## config.mk

```make
export PLATFORM = sky130hd
export DESIGN_NAME = fracn_div_seq
export DESIGN_NICKNAME = d
export VERILOG_FILES = /design/src/rtl/fracn_pkg.sv /design/src/rtl/fracn_target.sv /design/src/rtl/fracn_phase_acc.sv /design/src/rtl/fracn_div_seq.sv
export SDC_FILE = /design/constraint.sdc
export NUM_CORES = 1
export LEC_CHECK = 0
export CAP_MARGIN = 20
export CORE_MARGIN = 8
export CORE_UTILIZATION = 45
export CTS_CLUSTER_SIZE = 24
export DETAILED_ROUTE_END_ITERATION = 8
export HOLD_SLACK_MARGIN = 0.08
export PLACE_DENSITY = 0.75
export SYNTH_ARGS = -nofsm -noshare
export SYNTH_HDL_FRONTEND = slang
export SYNTH_HIERARCHICAL = 1
export SYNTH_SLANG_ARGS = --single-unit
```

## constraint.sdc

```tcl
create_clock -name clk -period 4.15 [get_ports clk]
set_clock_uncertainty 0.05 [all_clocks]
set_input_delay 0.6225 -clock clk [delete_from_list [all_inputs] [get_ports clk]]
set_output_delay 0.6225 -clock clk [all_outputs]
set_load 0.02 [all_outputs]
```

## src/rtl/fracn_pkg.sv

```systemverilog
// Shared widths for the fractional-N divide sequencer.
// Assumes the fraction is held in 15 bits (reference / 32768 units).
package fracn_pkg;
    localparam int FREQ_W_DEF = 15;
    localparam int SEP_W_DEF  = 8;
    localparam int FRAC_W_DEF = 15;
    localparam int NUM_W_DEF  = 21;
endpackage

```

## src/rtl/fracn_target.sv

```systemverilog
// Builds the exact numerator (over 2**FRAC_W) of the wanted divide ratio.
// Assumes FRAC_W >= 2 and that NUM_W holds 32.5*2**FRAC_W plus twice the
// largest word sum. Purely combinational.
module fracn_target #(
    parameter int FREQ_W = 15,
    parameter int SEP_W  = 8,
    parameter int FRAC_W = 15,
    parameter int NUM_W  = 21
) (
    input  logic [FREQ_W-1:0] freq_word,
    input  logic [SEP_W-1:0]  fsep_word,
    input  logic              band_hi,
    input  logic              ask_mode,
    input  logic              tx_bit,
    output logic [NUM_W-1:0]  numer
);
    // 24 = 48/2 and 32.5 = 65/2, both scaled by 2**FRAC_W
    localparam logic [NUM_W-1:0] BASE_LO = NUM_W'(48) << (FRAC_W - 1);
    localparam logic [NUM_W-1:0] BASE_HI = NUM_W'(65) << (FRAC_W - 1);

    logic [SEP_W-1:0] offset;

    // Offset select: keying centre, upper tone or lower tone
    always_comb begin
        if (ask_mode)
            offset = fsep_word >> 1;
        else if (tx_bit)
            offset = fsep_word;
        else
            offset = '0;
    end

    // Numerator: base + 2*(word + offset) + 1 (the +1 is the half step)
    always_comb begin
        numer = (band_hi ? BASE_HI : BASE_LO)
              + (NUM_W'(freq_word) << 1)
              + (NUM_W'(offset) << 1)
              + NUM_W'(1);
    end
endmodule

```

## src/rtl/fracn_phase_acc.sv

```systemverilog
// First-order phase accumulator: adds the fraction each enabled cycle and
// flags overflow. Assumes frac_in < 2**FRAC_W. Synchronous active-low reset.
module fracn_phase_acc #(
    parameter int FRAC_W = 15
) (
    input  logic              clk,
    input  logic              rst_n,
    input  logic              en,
    input  logic [FRAC_W-1:0] frac_in,
    output logic              carry,
    output logic [FRAC_W-1:0] acc_q
);
    logic [FRAC_W:0] sum;

    // Next phase and overflow
    always_comb begin
        sum   = {1'b0, acc_q} + {1'b0, frac_in};
        carry = sum[FRAC_W];
    end

    // Phase register: cleared by reset, held when disabled
    always_ff @(posedge clk) begin
        if (!rst_n)
            acc_q <= '0;
        else if (en)
            acc_q <= sum[FRAC_W-1:0];
    end


    wrap_drops_phase_chk: assert property (@(posedge clk) disable iff (!rst_n)
        (en && carry) |=> (acc_q < $past(acc_q)));

    no_wrap_keeps_rising_chk: assert property (@(posedge clk) disable iff (!rst_n)
        (en && !carry) |=> (acc_q >= $past(acc_q)));

    idle_phase_hold_chk: assert property (@(posedge clk) disable iff (!rst_n)
        !en |=> $stable(acc_q));
endmodule

```

## src/rtl/fracn_div_seq.sv

```systemverilog
// Top: per-reference-cycle divide value for a fractional-N feedback divider.
// Target numerator from fracn_target, dithering from fracn_phase_acc; the
// outputs are registered, so an input change shows after one clock edge.
module fracn_div_seq
    import fracn_pkg::*;
#(
    parameter int FREQ_W = FREQ_W_DEF,
    parameter int SEP_W  = SEP_W_DEF,
    parameter int FRAC_W = FRAC_W_DEF,
    parameter int NUM_W  = NUM_W_DEF,
    localparam int DIV_W = NUM_W - FRAC_W
) (
    input  logic              clk,
    input  logic              rst_n,
    input  logic              en,
    input  logic [FREQ_W-1:0] freq_word,
    input  logic [SEP_W-1:0]  fsep_word,
    input  logic              band_hi,
    input  logic              ask_mode,
    input  logic              tx_bit,
    output logic [DIV_W-1:0]  div_val,
    output logic              carry_out
);
    logic [NUM_W-1:0]  numer;
    logic              acc_carry;
    logic [FRAC_W-1:0] acc_q;
    logic [DIV_W-1:0]  int_part;

    fracn_target #(
        .FREQ_W(FREQ_W), .SEP_W(SEP_W), .FRAC_W(FRAC_W), .NUM_W(NUM_W)
    ) u_target (
        .freq_word(freq_word),
        .fsep_word(fsep_word),
        .band_hi  (band_hi),
        .ask_mode (ask_mode),
        .tx_bit   (tx_bit),
        .numer    (numer)
    );

    fracn_phase_acc #(.FRAC_W(FRAC_W)) u_acc (
        .clk    (clk),
        .rst_n  (rst_n),
        .en     (en),
        .frac_in(numer[FRAC_W-1:0]),
        .carry  (acc_carry),
        .acc_q  (acc_q)
    );

    // Integer part of the target ratio
    always_comb int_part = numer[NUM_W-1:FRAC_W];

    // Output register: integer part plus dither carry
    always_ff @(posedge clk) begin
        if (!rst_n) begin
            div_val   <= '0;
            carry_out <= 1'b0;
        end else if (en) begin
            div_val   <= int_part + DIV_W'(acc_carry);
            carry_out <= acc_carry;
        end
    end


    reset_clears_chk: assert property (@(posedge clk)
        !rst_n |=> (div_val == '0 && !carry_out));

    idle_output_hold_chk: assert property (@(posedge clk) disable iff (!rst_n)
        !en |=> ($stable(div_val) && $stable(carry_out)));

    ask_ignores_data_chk: assert property (@(posedge clk) disable iff (!rst_n)
        (ask_mode && $past(ask_mode) && $stable(freq_word) && $stable(fsep_word)
         && $stable(band_hi)) |-> $stable(numer));

    half_step_odd_chk: assert property (@(posedge clk) disable iff (!rst_n)
        en |-> numer[0]);
endmodule

```

After elaboration in Yosys (flattened, before gate mapping):

Cells that the tools add are included.

* output and inout port bits: 7
* bits in registers: 22
* input bits: 29
* word-level logic and storage cells: 11

* multiplexer cells: 3
* $add $sub $neg: 5

Operators with widths (number)
* adder 21 x 1 -> 21 bit (second input constant): 1
* adder 21 x 16 -> 21 bit: 1
* adder 21 x 9 -> 21 bit: 1
* two-way mux 21 bit: 1
* adder 15 x 15 -> 16 bit: 1
* two-way mux 8 bit: 2
* adder 6 x 1 -> 6 bit: 1

Longest topological paths before layout:

* depth after elaboration: 6
* depth in mapped cells: 23
* depth with buffers taken out: 21

Cells and area by module:

Netlist, hierarchy kept.

Modules (own cells, without submodules)
* fracn_phase_acc: instances 1, cells each 142, area an instance 1229.9 um^2, seq. area each 300.3 um^2
* fracn_target: instances 1, cells each 84, area an instance 641.9 um^2, seq. area each 0.0 um^2
* fracn_div_seq: instances 1, cells each 32, area an instance 320.3 um^2, seq. area each 140.1 um^2

Worst setup path before layout:

No wires, ideal clock.

* kind: input to register
* start point: input ask_mode
* end point: register div_val[2]
* path slack: -335 ps
* data arrival time: 4319 ps
* data required time: 3984 ps
* stages: 23
* path buffers: 2
* path through: clkbuf_1 nor2b_1 clkbuf_1 a22o_1 ha_1 fa_1 a21oi_1 nand4b_1 a21oi_1 nor2_1 xnor2_1 ha_1 and3_2 a22o_1 nor2_1 o21ai_1 a21oi_1 o21ai_0 ha_1 ha_1 xnor2_1 nand2_1 o211a_1

* longest elaborated chain between the ends: 5

RTL lines
* from (decl): RTL line fracn_div_seq.sv:19 `input logic ask_mode,`
* two-way mux 8 bit: RTL line fracn_target.sv:25 `if (ask_mode)`
* adder 21 x 9 -> 21 bit: RTL line fracn_target.sv:37 `+ (NUM_W'(offset) << 1)`
* adder 21 x 1 -> 21 bit: RTL line fracn_target.sv:38 `+ NUM_W'(1);`
* named net numer[9]: RTL line fracn_div_seq.sv:24 `logic [NUM_W-1:0] numer;`
* adder 15 x 15 -> 16 bit: RTL line fracn_phase_acc.sv:17 `sum = {1'b0, acc_q} + {1'b0, frac_in};`
* named net acc_carry: RTL line fracn_div_seq.sv:25 `logic acc_carry;`
* adder 6 x 1 -> 6 bit: RTL line fracn_div_seq.sv:58 `div_val <= int_part + DIV_W'(acc_carry);`
* to (signal assigned): RTL line fracn_div_seq.sv:58
* to (decl): RTL line fracn_div_seq.sv:21 `output logic [DIV_W-1:0] div_val,`

The timed path passes the listed nets, and every way through them passes these cells.
A chain may end at the register's enable or synchronous reset.

Final worst setup path:

* start point: input fsep_word[6]
* end point: register div_val[2]

* longest elaborated chain between the ends: 6

RTL lines
* from (decl): RTL line fracn_div_seq.sv:17 `input logic [SEP_W-1:0] fsep_word,`
* two-way mux 8 bit: RTL line fracn_target.sv:27 `else if (tx_bit)`
* two-way mux 8 bit (*): RTL line fracn_target.sv:25
* adder 21 x 9 -> 21 bit (*): RTL line fracn_target.sv:37
* adder 21 x 1 -> 21 bit (*): RTL line fracn_target.sv:38
* named net numer[8]: RTL line fracn_div_seq.sv:24
* adder 15 x 15 -> 16 bit (*): RTL line fracn_phase_acc.sv:17
* named net acc_carry: RTL line fracn_div_seq.sv:25
* adder 6 x 1 -> 6 bit (*): RTL line fracn_div_seq.sv:58

The timed path passes the listed nets; every way through them passes the cells marked *.

==> impl_results.html <==
<table>
<tr><th>Metric</th><th>Value</th></tr>
<tr><th colspan="2">Status</th></tr>
<tr><td>Status</td><td>completed</td></tr>
<tr><th colspan="2">Hold path</th></tr>
<tr><td>Class of the worst hold path</td><td>reg2reg</td></tr>
<tr><td>Worst Hold End</td><td>u_acc/acc_q[2]$_SDFFE_PN0P_</td></tr>
<tr><td>Hold depth</td><td>1</td></tr>
<tr><td>Start point of the worst hold path</td><td>u_acc/acc_q[2]$_SDFFE_PN0P_</td></tr>
<tr><th colspan="2">Die</th></tr>
<tr><td>Die Area</td><td>between 7000 and 8000 sq um</td></tr>
<tr><td>Starting density of the core</td><td>46.4%</td></tr>
<tr><td>Die boundary height</td><td>85.8 um</td></tr>
<tr><td>I/O pin count</td><td>36</td></tr>
<tr><td>Rows</td><td>25</td></tr>
<tr><td>Total core area</td><td>4720 sq um</td></tr>
<tr><td>Die span in x</td><td>about 86 um</td></tr>
<tr><th colspan="2">Global routing</th></tr>
<tr><td>Largest net degree at the start of global routing</td><td>31</td></tr>
<tr><td>Grt total ovfl</td><td>0</td></tr>
<tr><td>Global-route wire length before repair</td><td>10500 um</td></tr>
<tr><td>Initial antenna violation count</td><td>0</td></tr>
<tr><td>Layer carrying the most global-route usage</td><td>met2</td></tr>
<tr><td>Total track usage</td><td>17.0%</td></tr>
<tr><td>GRT met3 Usage</td><td>2.39%</td></tr>
<tr><td>Vias in the first global route</td><td>2351</td></tr>
<tr><td>GR Util met1</td><td>20.0%</td></tr>
<tr><td>GRT met2 Usage</td><td>30.4%</td></tr>
<tr><th colspan="2">Setup path</th></tr>
<tr><td>Data arrival time of the worst path</td><td>4210 ps</td></tr>
<tr><td>Worst flop-to-flop path startpoint</td><td>u_acc/acc_q[8]$_SDFFE_PN0P_</td></tr>
<tr><td>Launching element type of the critical path</td><td>input pin</td></tr>
<tr><td>Standard cell with the maximum stage delay on the critical path</td><td>clkdlybuf4s50_1</td></tr>
<tr><td>List of cells traversed by the critical path</td><td>clkdlybuf4s50_1 &gt; a22o_1 &gt; ha_2 &gt; nand2b_4 &gt; or3_1 &gt; o311a_1 &gt; o311ai_2 &gt; ha_1 &gt; a21o_2 &gt; a22o_1 &gt; nor2_2 &gt; o21ai_2 &gt; a21oi_4 &gt; o21ai_4 &gt; ha_4 &gt; ha_4 &gt; xnor2_2 &gt; nand2_1 &gt; o211a_1</td></tr>
<tr><td>Endpoint kind of the worst setup timing path</td><td>flip-flop</td></tr>
<tr><td>Required time worst endpoint</td><td>4270 ps</td></tr>
<tr><td>Slowest Stage Delay on Critical Path</td><td>about 430 ps</td></tr>
<tr><td>Reg-to-reg critical path endpoint</td><td>div_val[2]$_SDFFE_PN0P_</td></tr>
<tr><td>Worst Reg-to-Reg Cells</td><td>12</td></tr>
<tr><td>CP max FO</td><td>3</td></tr>
<tr><td>Type of the setup path with the least slack</td><td>in2reg</td></tr>
<tr><td>Buffers and inverters on the worst path</td><td>1</td></tr>
<tr><td>Flop2flop setup slack</td><td>1680 ps</td></tr>
<tr><td>Worst path top cell family by delay</td><td>compound AO/OA/AOI/OAI gates</td></tr>
<tr><th colspan="2">Clock tree</th></tr>
<tr><td>Max clock buf depth</td><td>2</td></tr>
<tr><td>Clock latency reported for the late side of the worst-skew pair</td><td>270 ps</td></tr>
<tr><td>TritonCTS clock tree</td><td>done</td></tr>
<tr><td>Clock Sink Count</td><td>22</td></tr>
<tr><td>Maximum level of the CTS H-tree</td><td>1</td></tr>
<tr><td>Clock Root Buffer</td><td>clkbuf_8</td></tr>
<tr><td>Num CTS Buffers</td><td>3</td></tr>
<tr><td>Clk slew on worst S/H paths</td><td>90 ps</td></tr>
<tr><th colspan="2">Timing</th></tr>
<tr><td>Aggregate negative setup slack</td><td>0 ps</td></tr>
<tr><td>Worst slew margin</td><td>roughly two thirds</td></tr>
<tr><td>Worst setup slack after layout</td><td>57.0 ps</td></tr>
<tr><td>Actual slew at the worst max-slew pin</td><td>about 480 ps</td></tr>
<tr><td>Number of setup violations in the final report</td><td>0</td></tr>
<tr><td>Max-slew violations</td><td>0</td></tr>
<tr><td>Upper clock frequency limit</td><td>0.244 GHz</td></tr>
<tr><td>Ratio of final minimum period to clock period</td><td>98.6%</td></tr>
<tr><td>Tmin final</td><td>just over 4000 ps</td></tr>
<tr><td>Count of endpoints failing hold in the final timing report</td><td>0</td></tr>
<tr><td>Worst hold slack</td><td>444 ps</td></tr>
<tr><th colspan="2">Detailed routing</th></tr>
<tr><td>Starting DRT DRC Count</td><td>167</td></tr>
<tr><td>Via density per instance</td><td>5.55</td></tr>
<tr><td>DRC</td><td>0</td></tr>
<tr><td>Detailed-route wire length per cell</td><td>15.5 um</td></tr>
<tr><td>Via count</td><td>roughly 2.4k</td></tr>
<tr><td>Router iterations before antenna repair</td><td>4</td></tr>
<tr><td>Total length of routed wires</td><td>6570 um</td></tr>
<tr><td>Antenna viol nets, final</td><td>0</td></tr>
<tr><th colspan="2">Job</th></tr>
<tr><td>Max-cap violation count</td><td>0</td></tr>
<tr><th colspan="2">Synthesis</th></tr>
<tr><td>Seq/Total Area, Yosys</td><td>between 20 and 25%</td></tr>
<tr><td>Netlist cell types</td><td>between 50 and 60</td></tr>
<tr><td>Cell with the most instances after synthesis</td><td>ha_1</td></tr>
<tr><td>Ranking of synthesized cells by area</td><td>dfxtp_1 20%, ha_1 15%, xnor2_1 4.4%</td></tr>
<tr><td>Ys Warns</td><td>6</td></tr>
<tr><td>Netlist area before placement</td><td>2190 sq um</td></tr>
<tr><td>Synthesized net count</td><td>~320</td></tr>
<tr><td>Synthesized area per cell</td><td>8.50 sq um</td></tr>
<tr><td>Cells after Synth</td><td>258</td></tr>
<tr><td>Most frequent cells after synthesis</td><td>26 x ha_1, 22 x dfxtp_1, 19 x a21oi_1, 16 x nand2_1</td></tr>
<tr><td>Count of state elements after synthesis</td><td>22</td></tr>
<tr><td>FFs w/ async S/R, synth</td><td>0%</td></tr>
<tr><td>Primary flip-flop cell chosen by synthesis mapping</td><td>dfxtp_1</td></tr>
<tr><td>Largest area contributor in the netlist</td><td>dfxtp_1</td></tr>
<tr><td>Number of synthesized flops with an enable pin</td><td>0</td></tr>
<tr><td>Share of the synthesized area in the top cell type</td><td>20.1%</td></tr>
<tr><th colspan="2">Cells and area</th></tr>
<tr><td>Total Nets Final</td><td>approximately 420</td></tr>
<tr><td>Number of fill cells in the layout</td><td>344</td></tr>
<tr><td>Core utilization of the finished layout</td><td>71.0%</td></tr>
<tr><td>Ant. Diodes</td><td>0</td></tr>
<tr><td>Layout overhead on the synthesized area</td><td>53.0%</td></tr>
<tr><td>Fraction of layout instances using a drive strength above 1</td><td>between 30% and 40%</td></tr>
<tr><th colspan="2">Place</th></tr>
<tr><td>Count of buffers from port buffering</td><td>35</td></tr>
<tr><td>Routability congestion estimate from global placement</td><td>0.809</td></tr>
<tr><td>Worst-case setup slack after placement</td><td>-561 ps</td></tr>
<tr><td>Half-perimeter wire length after placement</td><td>4600 um</td></tr>
<tr><th colspan="2">Power</th></tr>
<tr><td>Leakage power figure</td><td>1.53 nW</td></tr>
<tr><td>Peak supply drop</td><td>190 uV</td></tr>
<tr><td>Power per cell area</td><td>~400 nW/um^2</td></tr>
</table>
[through the flow]
step | area (sq um) | power, mW | instances
after CTS | 3250 | 1.28 | 420
final | 3350 | 1.36 | 425
after floorplan | 2240 | 0.728 | 258
after global placement | 3030 | 0.988 | 406
after detailed placement | 3030 | 1.01 | 406
after global routing | 3350 | 1.45 | 425
[worst max-delay path by stage]
stage          cells after the start         start  slack (ps)                      end
6_report                          19  fsep_word[6]          60  div_val[2]$_SDFFE_PN0P_
5_1_grt                           19  fsep_word[3]        -110  div_val[2]$_SDFFE_PN0P_
3_3_place_gp                      21      ask_mode        -440  div_val[2]$_SDFFE_PN0P_
2_1_floorplan                     23      ask_mode         -40  div_val[2]$_SDFFE_PN0P_
4_1_cts                           21  fsep_word[2]         0.1  div_val[2]$_SDFFE_PN0P_
3_5_place_dp                      21      ask_mode        -560  div_val[2]$_SDFFE_PN0P_
[logic make-up after synthesis]
kind of cell               Yosys count  synth area share [%]
buffers and inverters               17                  4.05
and+or+nand+nor                     80                  20.3
muxes                                7                  3.20
AOI/OAI and AO/OA                   83                  27.8
DFF                                 22                  20.1
xor gates and xnor gates            19                  7.59
adders and majority gates           28                  16.7
other                                2                 0.343
[sequential cells by signal, summed over array words and instances (netlist names)]
signal / flops
div_val: 6
carry_out: 1
u_acc/acc_q: 15
[placed cells by master (no fill, tap or decap), types with 4 or more instances in the layout]
| cell type | Yosys | final |
|---|---|---|
| o21ai_0 | 13 | 12 |
| and3_4 | 2 | 4 |
| nor3b_1 | 4 | 4 |
| xor2_1 | 8 | 7 |
| ha_4 | 0 | 5 |
| nand2_1 | 16 | 13 |
| nor2b_1 | 11 | 10 |
| buf_4 | 4 | 72 |
| o21a_1 | 4 | 4 |
| inv_1 | 5 | 5 |
| a21oi_2 | 1 | 5 |
| mux2i_1 | 7 | 7 |
| xnor2_1 | 11 | 10 |
| dfxtp_1 | 22 | 22 |
| ha_1 | 26 | 19 |
| clkdlybuf4s50_1 | 0 | 29 |
| nor2_1 | 10 | 8 |
| o211ai_1 | 6 | 6 |
| nand3_1 | 13 | 13 |
| nor3_1 | 4 | 4 |
| a21o_1 | 7 | 7 |
| a22o_1 | 8 | 8 |
| a21oi_1 | 19 | 14 |
[power by group]
part | total (mW) | internal, mW | switching (mW)
Combinational | 0.872 | 0.462 | 0.410
Sequential | 0.284 | 0.256 | 0.0278
Clock | 0.205 | 0.129 | 0.0756
[per-layer routing]
metal,vias to the layer above,routed length (um)
li1,1163,-
met1,1125,2820
met2,50,3400
met3,22,202
met4,0,157
met5,-,0
[cell type report]
type                       count  area (sq um)  area share (%)
clock buffer                   3          41.3            1.23
multi-input combinational    219          1840            54.7
inverter                       5          18.8           0.559
sequential                    22           440            13.1
timing repair buffer         108           905            27.0
tap                           67          83.8            2.50
clock inverter                 1          30.0           0.895
[timing repair]
item                       4_1_cts  5_1_grt
pin swaps                       21       19
setup endpoints to repair        3        4
gates resized for setup         17       20
hold buffers                     0        0
setup buffers                   10        5
No activity file was read; power rests on OpenSTA's default activity.
